### config.mk
export PLATFORM = sky130hd
export DESIGN_NAME = lns_to_fp_conv
export DESIGN_NICKNAME = d
export VERILOG_FILES = /design/src/rtl/lns_to_fp_conv.sv
export SDC_FILE = /design/constraint.sdc
export NUM_CORES = 1
export LEC_CHECK = 0
export ABC_CLOCK_PERIOD_IN_PS = 11200
export BUFFER_PORTS_ARGS = -buffer_cell sky130_fd_sc_hd__buf_2
export CORE_MARGIN = 5
export CORE_UTILIZATION = 59
export CTS_CLUSTER_SIZE = 8
export DETAILED_ROUTE_END_ITERATION = 8
export PLACE_DENSITY = 0.88
export SYNTH_ARGS = -nofsm -noshare
export SYNTH_HDL_FRONTEND = slang
export SYNTH_SLANG_ARGS = --single-unit
export TNS_END_PERCENT = 5
### constraint.sdc
create_clock -name clk -period 11.2 [get_ports clk]
set_input_delay 0.56 -clock clk [delete_from_list [all_inputs] [get_ports clk]]
set_output_delay 0.56 -clock clk [all_outputs]
set_load 0.02 [all_outputs]
### src/rtl/lns_to_fp_conv.sv
module lns_to_fp_conv #(
  parameter int INT_W  = 4,
  parameter int FRAC_W = 8,
  parameter int MAN_W  = 8,
  parameter int SLICES = 2,
  parameter int GUARD  = 6
) (
  input  logic              clk,
  input  logic              rst_n,
  input  logic              in_valid,
  input  logic [1:0]        in_flags,
  input  logic              in_sign,
  input  logic [INT_W-1:0]  in_int,
  input  logic [FRAC_W-1:0] in_frac,
  output logic              out_valid,
  output logic              out_sign,
  output logic [INT_W-1:0]  out_exp,
  output logic [MAN_W-1:0]  out_man
);
  localparam int SLICE_W = FRAC_W / SLICES;
  localparam int ENTRIES = 1 << SLICE_W;
  localparam int P       = MAN_W + GUARD;
  localparam int PW      = P + 1;
  localparam int BIAS    = (1 << (INT_W - 1)) - 1;
  localparam int LAST    = SLICES - 1;
  localparam real SCALE  = 2.0 ** P;
  localparam logic [INT_W-1:0] EMAX    = {INT_W{1'b1}};
  localparam logic [MAN_W-1:0] NAN_MAN = MAN_W'(1) << (MAN_W - 1);
  localparam logic [PW-1:0]    ONE     = PW'(1) << P;

  localparam logic [1:0] K_ZERO = 2'b00;
  localparam logic [1:0] K_NORM = 2'b01;
  localparam logic [1:0] K_INF  = 2'b10;

  logic [PW-1:0] tab [SLICES][ENTRIES];

  for (genvar j = 0; j < SLICES; j++) begin : g_tab
    for (genvar e = 0; e < ENTRIES; e++) begin : g_ent
      localparam real EXPO = real'(e) / (2.0 ** (SLICE_W * (j + 1)));
      assign tab[j][e] = PW'($rtoi((2.0 ** EXPO) * SCALE + 0.5));
    end
  end

  logic              vld_q  [SLICES];
  logic              sgn_q  [SLICES];
  logic [1:0]        kind_q [SLICES];
  logic [INT_W-1:0]  exp_q  [SLICES];
  logic [FRAC_W-1:0] frc_q  [SLICES];
  logic [PW-1:0]     acc_q  [SLICES];

  logic signed [INT_W:0] biased;
  logic                  under;
  assign biased = $signed({in_int[INT_W-1], in_int}) + $signed((INT_W + 1)'(BIAS));
  assign under  = biased[INT_W] || (biased == '0);

  always_ff @(posedge clk or negedge rst_n)
    if (!rst_n) vld_q[0] <= 1'b0;
    else        vld_q[0] <= in_valid;

  always_ff @(posedge clk) begin
    sgn_q[0]  <= in_sign;
    kind_q[0] <= (in_flags == K_NORM && under) ? K_ZERO : in_flags;
    exp_q[0]  <= biased[INT_W-1:0];
    frc_q[0]  <= in_frac;
    acc_q[0]  <= tab[0][in_frac[FRAC_W-1 -: SLICE_W]];
  end

  for (genvar i = 1; i < SLICES; i++) begin : g_stage
    logic [2*PW-1:0] prod;
    assign prod = acc_q[i-1] * tab[i][frc_q[i-1][FRAC_W-1-i*SLICE_W -: SLICE_W]];

    always_ff @(posedge clk or negedge rst_n)
      if (!rst_n) vld_q[i] <= 1'b0;
      else        vld_q[i] <= vld_q[i-1];

    always_ff @(posedge clk) begin
      sgn_q[i]  <= sgn_q[i-1];
      kind_q[i] <= kind_q[i-1];
      exp_q[i]  <= exp_q[i-1];
      frc_q[i]  <= frc_q[i-1];
      acc_q[i]  <= PW'(prod >> P);
    end
  end

  logic [MAN_W+1:0] rnd;
  logic             carry;
  logic [INT_W-1:0] exp_n;
  assign rnd   = (MAN_W + 2)'(({1'b0, acc_q[LAST]} + (PW + 1)'(1 << (GUARD - 1))) >> GUARD);
  assign carry = rnd[MAN_W+1];
  assign exp_n = exp_q[LAST] + INT_W'(carry);

  assign out_valid = vld_q[LAST];
  assign out_sign  = sgn_q[LAST];

  always_comb begin
    case (kind_q[LAST])
      K_ZERO: begin out_exp = '0;   out_man = '0;      end
      K_INF:  begin out_exp = EMAX; out_man = '0;      end
      K_NORM: begin
        if (exp_n == EMAX) begin out_exp = EMAX;  out_man = '0; end
        else               begin out_exp = exp_n; out_man = rnd[MAN_W-1:0]; end
      end
      default: begin out_exp = EMAX; out_man = NAN_MAN; end
    endcase
  end

  AST_SPECIAL_MAN: assert property (@(posedge clk) disable iff (!rst_n)
    (out_valid && out_exp == EMAX) |-> (out_man == '0 || out_man == NAN_MAN));
  AST_FLUSH_ZERO: assert property (@(posedge clk) disable iff (!rst_n)
    (out_valid && out_exp == '0) |-> (out_man == '0));
  AST_ACC_NORM: assert property (@(posedge clk) disable iff (!rst_n)
    (vld_q[LAST] && kind_q[LAST] == K_NORM) |-> acc_q[LAST][P]);
  AST_UNIT_SLICE: assert property (@(posedge clk) disable iff (!rst_n)
    (vld_q[0] && frc_q[0][FRAC_W-1 -: SLICE_W] == '0) |-> (acc_q[0] == ONE));
endmodule

==> results of run 1 <==
## cell type report
cell class | instances | area, um2 | share of cell area
multi-input cells | 621 | 6050 | 0.747
flip-flops and latches | 44 | 891 | 0.110
inverters | 156 | 586 | 0.0724
well taps | 172 | 215 | 0.0266
repair buffers | 39 | 213 | 0.0263
clock buffers | 6 | 129 | 0.0159
clock inverters | 2 | 12.5 | 0.00155
## per-stage QoR
step | hold slack, ns | cells
3_3_place_gp | 0.310 | 1031
6_report | 0.0402 | 1040
5_1_grt | 0.0325 | 1040
2_1_floorplan | 0.264 | 847
4_1_cts | 0.0381 | 1039
3_5_place_dp | 0.313 | 1031
## power groups by stage
stage / registers (mW) / logic [mW] / clock network (mW)
2_1_floorplan: 0.215 / 1.50 / 0
3_3_place_gp: 0.232 / 1.88 / 0
3_5_place_dp: 0.234 / 1.97 / 0
4_1_cts: 0.230 / 1.99 / 0.143
5_1_grt: 0.236 / 2.27 / 0.152
6_report: 0.231 / 1.99 / 0.141
## logic make-up (layout without fill, tap and decap cells)
logic type                 after synthesis  after routing  synth area share
xor gates and xnor gates                20             20            0.0230
and+or+nand+nor                        247            247             0.174
buffers and inverters                  182            203            0.0905
DFF                                     44             44             0.117
muxes                                    5              5           0.00820
adders and majority gates              229            229             0.484
AOI/OAI and AO/OA                      120            120             0.103
## sequential cells by signal, indices dropped and copies added, names as in the netlist
| register | count |
|---|---|
| frc_q | 4 |
| sgn_q | 2 |
| exp_q | 8 |
| vld_q | 1 |
| out_valid | 1 |
| kind_q | 4 |
| acc_q | 24 |
## critical path, delay by kind of cell, from the launching register on
family	cells	cell delay (ns)
and+or+nand+nor	2	0.19
DFF	1	0.97
adders and majority gates	7	3.26
buffers and inverters	6	0.55
AOI/OAI and AO/OA	8	2.36
## worst max-delay path by stage
stage	to	slack [ns]	cells past startpoint	start
floorplan	acc_q[0][26]$_DFF_P_	4.76	22	frc_q[0][0]$_DFF_P_
global placement	acc_q[0][27]$_DFF_P_	4.12	22	frc_q[0][3]$_DFF_P_
detailed placement	acc_q[0][27]$_DFF_P_	3.88	23	frc_q[0][3]$_DFF_P_
CTS	acc_q[0][26]$_DFF_P_	3.88	18	frc_q[0][2]$_DFF_P_
global route	acc_q[0][27]$_DFF_P_	3.40	23	frc_q[0][3]$_DFF_P_
finish	acc_q[0][27]$_DFF_P_	3.79	23	frc_q[0][3]$_DFF_P_
## cell usage after synthesis (10+ instances only)
library cell  number  area share
fa_1             110        0.29
nand3_1           12      0.0079
a21o_1            11       0.011
clkbuf_1          19      0.0093
and2_1            95       0.078
xor2_1            10       0.011
o21ai_0           35       0.023
dfxtp_1           42        0.11
xnor2_1           10       0.011
and3_1            19       0.016
ha_1             119        0.20
nand2_1           59       0.029
nor2_1            26       0.013
a21oi_1           30       0.020
inv_1            154       0.076
## per-layer routing
layer  vias up  global-route usage  share of wire
met5         -                   0              0
met4         0              0.0927          0.031
met3        47              0.0263          0.053
met2       182               0.395           0.51
met1      2889               0.299           0.41
li1       2755                   -              -
==> impl_results.md, run 1 <==
- Remaining Overflow, GRT: 0
- P&R area growth vs syn: 6.08%
- Vias per cell: 5.65
- Outcome: finished, final reports clean
- Number of I/O pins: 32
- TritonCTS clock tree: done
- Mapped Cells: 847
- Fin. Hold Viols: 0
- Die ar.: 15300 um2
- Slew headroom: 0.266
- Ratio of cells with drive above 1 in the final layout: 0.0645
- TritonRoute pass-1 iters: 5
- DRT iter0 DRCs: 518
- Finished Cell Area: 8090 um2
- Core area: 12700 um2
- Critical Path End Type: flop
- Critical R2R Capture: acc_q[0][27]$_DFF_P_
- Wire per inst: 16.0 um
- Sequential share of power: 0.098
- Post-CTS resize count: 0
- Post-synth EDFFs: 0
- Worst IR Drop VDD: 0.000262 V
- Largest net degree at the start of global routing: 34
- Site Rows: 41
- Fin Setup TNS: 0 ns
- Register-to-register setup slack: 3.79 ns
- Syn_nets: 1094
- Synth Flop Type: dfxtp_1
- Power per Cell Area: 292 nW/um2
- Final worst-path cycle share: 0.662
- CP required: 11.43 ns
- Setup violators final: 0
- Detail Route Antenna Nets: 0
- Critical Path Slowest Stage Cell: dfxtp_1
- Vias in the first global route: 5990
- Final-report max-slew violation count: 0
- Origin of the critical flop-to-flop path: frc_q[0][3]$_DFF_P_
- Num CTS Buffers: 5
- PnR worst setup slack: 3.79 ns
- Clock-pin transition on the worst setup and hold timing paths: 0.06 ns
- Commonest non-fill, non-tap cell in the layout: inv_1
- End-of-flow core utilization: 0.639
- Filler cells: 1030
- Async SR Flop Fraction: 0.0455
- Chip Width: 124 um
- Fmax: 0.135 GHz
- Clock Latency Late Sink: 0.29 ns
- R2R depth: 23
- Final Power: 2.36 mW
- Crit Path Class: reg -> reg
- Most frequent cells in the layout: 154 x inv_1, 119 x ha_1, 110 x fa_1
- Detailed Route WL: 16600 um
- Max cap viols: 0
- Clock network power share: 0.060
- Clock skew: 0.00569 ns
- DP HPWL: 13800 um
- Clock period minus worst slack: 7.41 ns
- Die Y: 124 um
- Buffers added on ports: 31
- Cell Area, Synth: 7630 um2
- P_leak: 4.32 nW
- GRT Overall Usage: 0.231
- Yosys warns: 0
- Worst path max stage delay: 0.97 ns
- Comb pwr share: 0.842
- Initial antenna violation count: 0
- Post-synthesis sequential area ratio: 0.117
- Layout Nets: 1114
- #FFs+latches synth: 44
- Clock root cell: clkbuf_16
- Post-CTS Setup Bufs: 0
- H-tree depth: 2
- Worst slew pin tran: 1.09 ns
- Initial Util: 0.602
- DP Area: 7950 um2
- RSZ-0062 raised after global routing: no
- Syn Area/Cell: 9.01 um2
- Antenna diodes: 0
- Clock Path Buffers: 2
- CP Cell Sequence: o21ai_0 -> o21ai_0 -> buf_4 -> nand2_1 -> fa_1 -> inv_1 -> ha_1 -> inv_1 -> fa_1 -> inv_1 -> fa_1 -> fa_1 -> inv_1 -> fa_1 -> inv_1 -> ha_1 -> a2111oi_0 -> o21ai_0 -> a221oi_1 -> o21ai_0 -> a21o_1 -> a21boi_0 -> nor2_1
- Yosys cell types: 60
- Hold buffer count at cts: 0
- Pre-CTS setup slack: 3.88 ns
- Sink Count: 44
- Int Power: 1.10 mW
- Crit start category: flop
- NetSw: 1.26 mW
- Crit Path Max Fanout: 33
- First-pass GRT wire length: 27900 um
- # DRC: 0
- RePlAce Congestion: 0.912
- Hold Path Class: in -> async
- DR vias: 5873
- Sw Ratio: 0.535
- Crit path DAT: 7.64 ns
Power figures use the tool's default switching activity.
==> run 2, diff against run 1 <==
ABC_AREA = 1   (was not set)
ABC_CLOCK_PERIOD_IN_PS = 6670   (was 11200)
CORE_UTILIZATION = 58   (was 59)
PLACE_DENSITY = 0.9   (was 0.88)
clock period = 6.67 ns   (was 11.2 ns; I/O delays follow)
==> run 2 against run 1 <==
Via count up 8.3%. Critical endpoint is now acc_q[0][28]$_DFF_P_. Wire length up 8.9%. Maximum frequency up 16%. Worst hold slack better by 0.097 ns. Synthesized cell count up 13%. Highest routed layer unchanged. Utilization down 0.26 points. Area after synthesis down 1.7%. Largest cell class unchanged. Clock skew down 0.0031 ns. Critical path type unchanged. Sequential share of layout area up 0.075 points. Count of clock-buffer cells in the layout down 1. Die area about the same.
==> impl_results.md, run 2 <==
- Initial antenna violation count: 0 (unchanged)
- Cell accounting for the most synthesized area: fa_1
- TritonCTS clock tree: done
- Slew headroom: 0.653 (+0.387)
- Combinational family with the most area after synthesis: adder cells
- Commonest non-fill, non-tap cell in the layout: inv_1
- Fmax: 0.157 GHz (+16%)
- Post-synth top area share: 0.294 (+0.00511)
- Crit Path Max Fanout: 7 (-79%)
- Fin. Hold Viols: 0 (unchanged)
- Hold Path Class: in -> reg
- Wire per inst: 15.6 um (-2.4%)
- DRT iter0 DRCs: 596 (+15%)
- Synth Flop Type: dfxtp_1
- Clock period minus worst slack: 6.37 ns (-1.04 ns)
- Layout Nets: 1234 (+11%)
- P&R area growth vs syn: 7.53%
- Final-report max-slew violation count: 0 (unchanged)
- Vias in the first global route: 6822 (+14%)
- Detail Route Antenna Nets: 0 (unchanged)
- Worst slew pin tran: 0.520 ns (-0.570 ns)
- Yosys cell types: 38 (-37%)
- Syn_nets: 1201 (+9.8%)
- Largest register FFs: 24 (unchanged)
- TritonRoute pass-1 iters: 6 (+1)
- Mapped Cells: 954 (+13%)
- Yosys warns: 0 (unchanged)
- Largest net degree at the start of global routing: 16 (-53%)
- Critical Path End Type: flop
- Async SR Flop Fraction: 0.0455 (unchanged)
- Most frequent cells in the layout: 215 x inv_1, 150 x nor2_1, 150 x nand2_1
- Xor-xnor portion of the synthesized cell area: 0.0152 (-0.00777)
- Hold WS: 0.137 ns (+0.0968 ns)
- #FFs+latches synth: 44 (unchanged)
- Die Y: 124 um (about the same)
- Origin of the critical flop-to-flop path: frc_q[0][1]$_DFF_P_
- Biggest regs: acc_q: 24 flops, exp_q: 8 flops
- Vias per cell: 5.48 (-2.9%)
- Detailed Route WL: 18100 um (+8.9%)
- Sink Count: 44 (unchanged)
- Clock Path Buffers: 2 (unchanged)
- Clock-pin transition on the worst setup and hold timing paths: 0.06 ns (about the same)
- Most instantiated library cell after synthesis: inv_1
- GRT Overall Usage: 0.260 (+0.0289)
- Site Rows: 41 (unchanged)
- Number of I/O pins: 32 (unchanged)
- Buffers added on ports: 31 (unchanged)
- PnR worst setup slack: 0.295 ns (-3.49 ns)
- Chip Width: 124 um (about the same)
- CP startpoint: frc_q[0][1]$_DFF_P_
- Clock root cell: clkbuf_16
- Core area: 12700 um2 (unchanged)
- Adder-cell share of the synthesized area: 0.492 (+0.00856)
- Die ar.: 15300 um2 (about the same)
- Setup violators final: 0 (unchanged)
- Hold Crit Start: in_sign
- Syn Area/Cell: 7.86 um2 (-13%)
- Post-synthesis mux area share: 0 (-0.00820)
- Compound-Gate Fraction of Synth Area: 0.0631 (-0.0404)
- Post-synthesis sequential area ratio: 0.119 (+0.00207)
- Outcome: finished, final reports clean
- Clock skew: 0.00261 ns (-0.00307 ns)
- Synth top area cells: fa_1 29%, ha_1 20%, dfxtp_1 11%
- RePlAce Congestion: 0.965 (+5.8%)
- CP required: 6.86 ns (-4.57 ns)
- Pre-CTS setup slack: 0.0516 ns (-3.83 ns)
- Initial Util: 0.592 (-0.0105)
- Clock Latency Late Sink: 0.29 ns (about the same)
- Crit path DAT: 6.56 ns (-1.08 ns)
- Worst path max stage delay: 0.55 ns (-0.42 ns)
- DR vias: 6360 (+8.3%)
- Most flops, register: acc_q
- Top post-synthesis cells by count: 217 x inv_1, 151 x nand2_1, 151 x nor2_1, 119 x ha_1, 110 x fa_1
- Num CTS Buffers: 5 (unchanged)
- Antenna diodes: 0 (unchanged)
- First-pass GRT wire length: 31200 um (+12%)
- Simple-Gate Fraction of Synth Area: 0.190 (+0.0156)
- H-tree depth: 2 (unchanged)
- DP HPWL: 14600 um (+6.2%)
- Post-synth EDFFs: 0 (unchanged)
- Max cap viols: 0 (unchanged)
- # DRC: 0 (unchanged)
- Crit Path Class: reg -> reg
- Remaining Overflow, GRT: 0 (unchanged)
- Critical Path Slowest Stage Cell: fa_1
- Cell Area, Synth: 7500 um2 (-1.7%)
- CP dominant cell by count: fa_1
- Ratio of cells with drive above 1 in the final layout: 0.0668 (+0.00229)
- Final worst-path cycle share: 0.956 (+0.294)
- End-of-flow core utilization: 0.636 (-0.00257)
- Crit start category: flop
run 2: cell count changes in the layout (fill, tap and decap cells not counted), moves of 14 or more:
cell / previous run / this run
o21ai_0: 35 / 21
inv_1: 154 / 215
nand2_1: 59 / 150
and3_1: 19 / 0
nor2_1: 26 / 150
and2_1: 95 / 0
run 2: final cells by class:
type	instances	area [um2]
Inverter	224	851
Fill cell	999	4610
Tap cell	172	215
Timing Repair Buffer	38	210
Multi-Input combinational cell	674	5720
Clock buffer	5	125
Clock inverter	3	46.3
Sequential cell	44	893
run 2: metal layers:
| layer | up-vias | global-route usage | share of wire | routed length, um |
|---|---|---|---|---|
| met5 | - | 0 | 0 | 0 |
| met4 | 0 | 0.118 | 0.043 | 772 |
| met3 | 74 | 0.0332 | 0.074 | 1340 |
| met2 | 308 | 0.452 | 0.50 | 8970 |
| met1 | 3023 | 0.322 | 0.39 | 7030 |
| li1 | 2955 | - | - | - |
run 2: final timing paths:
kind	endpoint	slack [ns]	depth (start not counted)
max in group asynchronous	out_valid$_DFF_PN0_	6.20	2
min in group asynchronous	vld_q[1]$_DFF_PN0_	0.37	2
hold reg to reg	kind_q[0][3]$_DFF_P_	0.33	0
setup reg to reg	acc_q[0][28]$_DFF_P_	0.30	26
setup / recovery	acc_q[0][28]$_DFF_P_	0.30	26
hold / removal	sgn_q[0][0]$_DFF_P_	0.14	1
run 2: what timing repair did:
action / 4_1_cts / 5_1_grt
hold endpoints to repair: 2 / 0
endpoints found under the setup margin: 1 / 10
setup buffers: 0 / 1
cloned: 0 / 0
gates resized for setup: 1 / 10
hold buffers: 1 / 0
run 2: through the flow:
stage          std cells  cell area, um2  setup TNS (ns)
5_1_grt             1160            8060         -0.0510
2_1_floorplan        954            7500               0
6_report            1160            8060               0
4_1_cts             1159            8030               0
3_5_place_dp        1150            7850               0
3_3_place_gp        1150            7850               0
run 2: kinds of logic (layout without fill, tap and decap cells):
| kind of cell | Yosys count | after routing |
|---|---|---|
| adders and majority gates | 229 | 229 |
| DFF | 44 | 44 |
| AOI/OAI and AO/OA | 84 | 84 |
| and+or+nand+nor | 348 | 348 |
| buffers and inverters | 236 | 270 |
| xor gates and xnor gates | 13 | 13 |
run 2: critical path: cells and delay by family, from the launching register on:
family | cells | cell delay [ns]
flops | 1 | 0.39
fa+ha+maj | 8 | 3.70
simple gates | 6 | 0.39
compound gates | 6 | 1.19
buf+inv | 6 | 0.57
Power of run 2 is left out: the tool's default activity adds up to more than one toggle a clock period on the data nets, which glitch-free logic cannot reach.
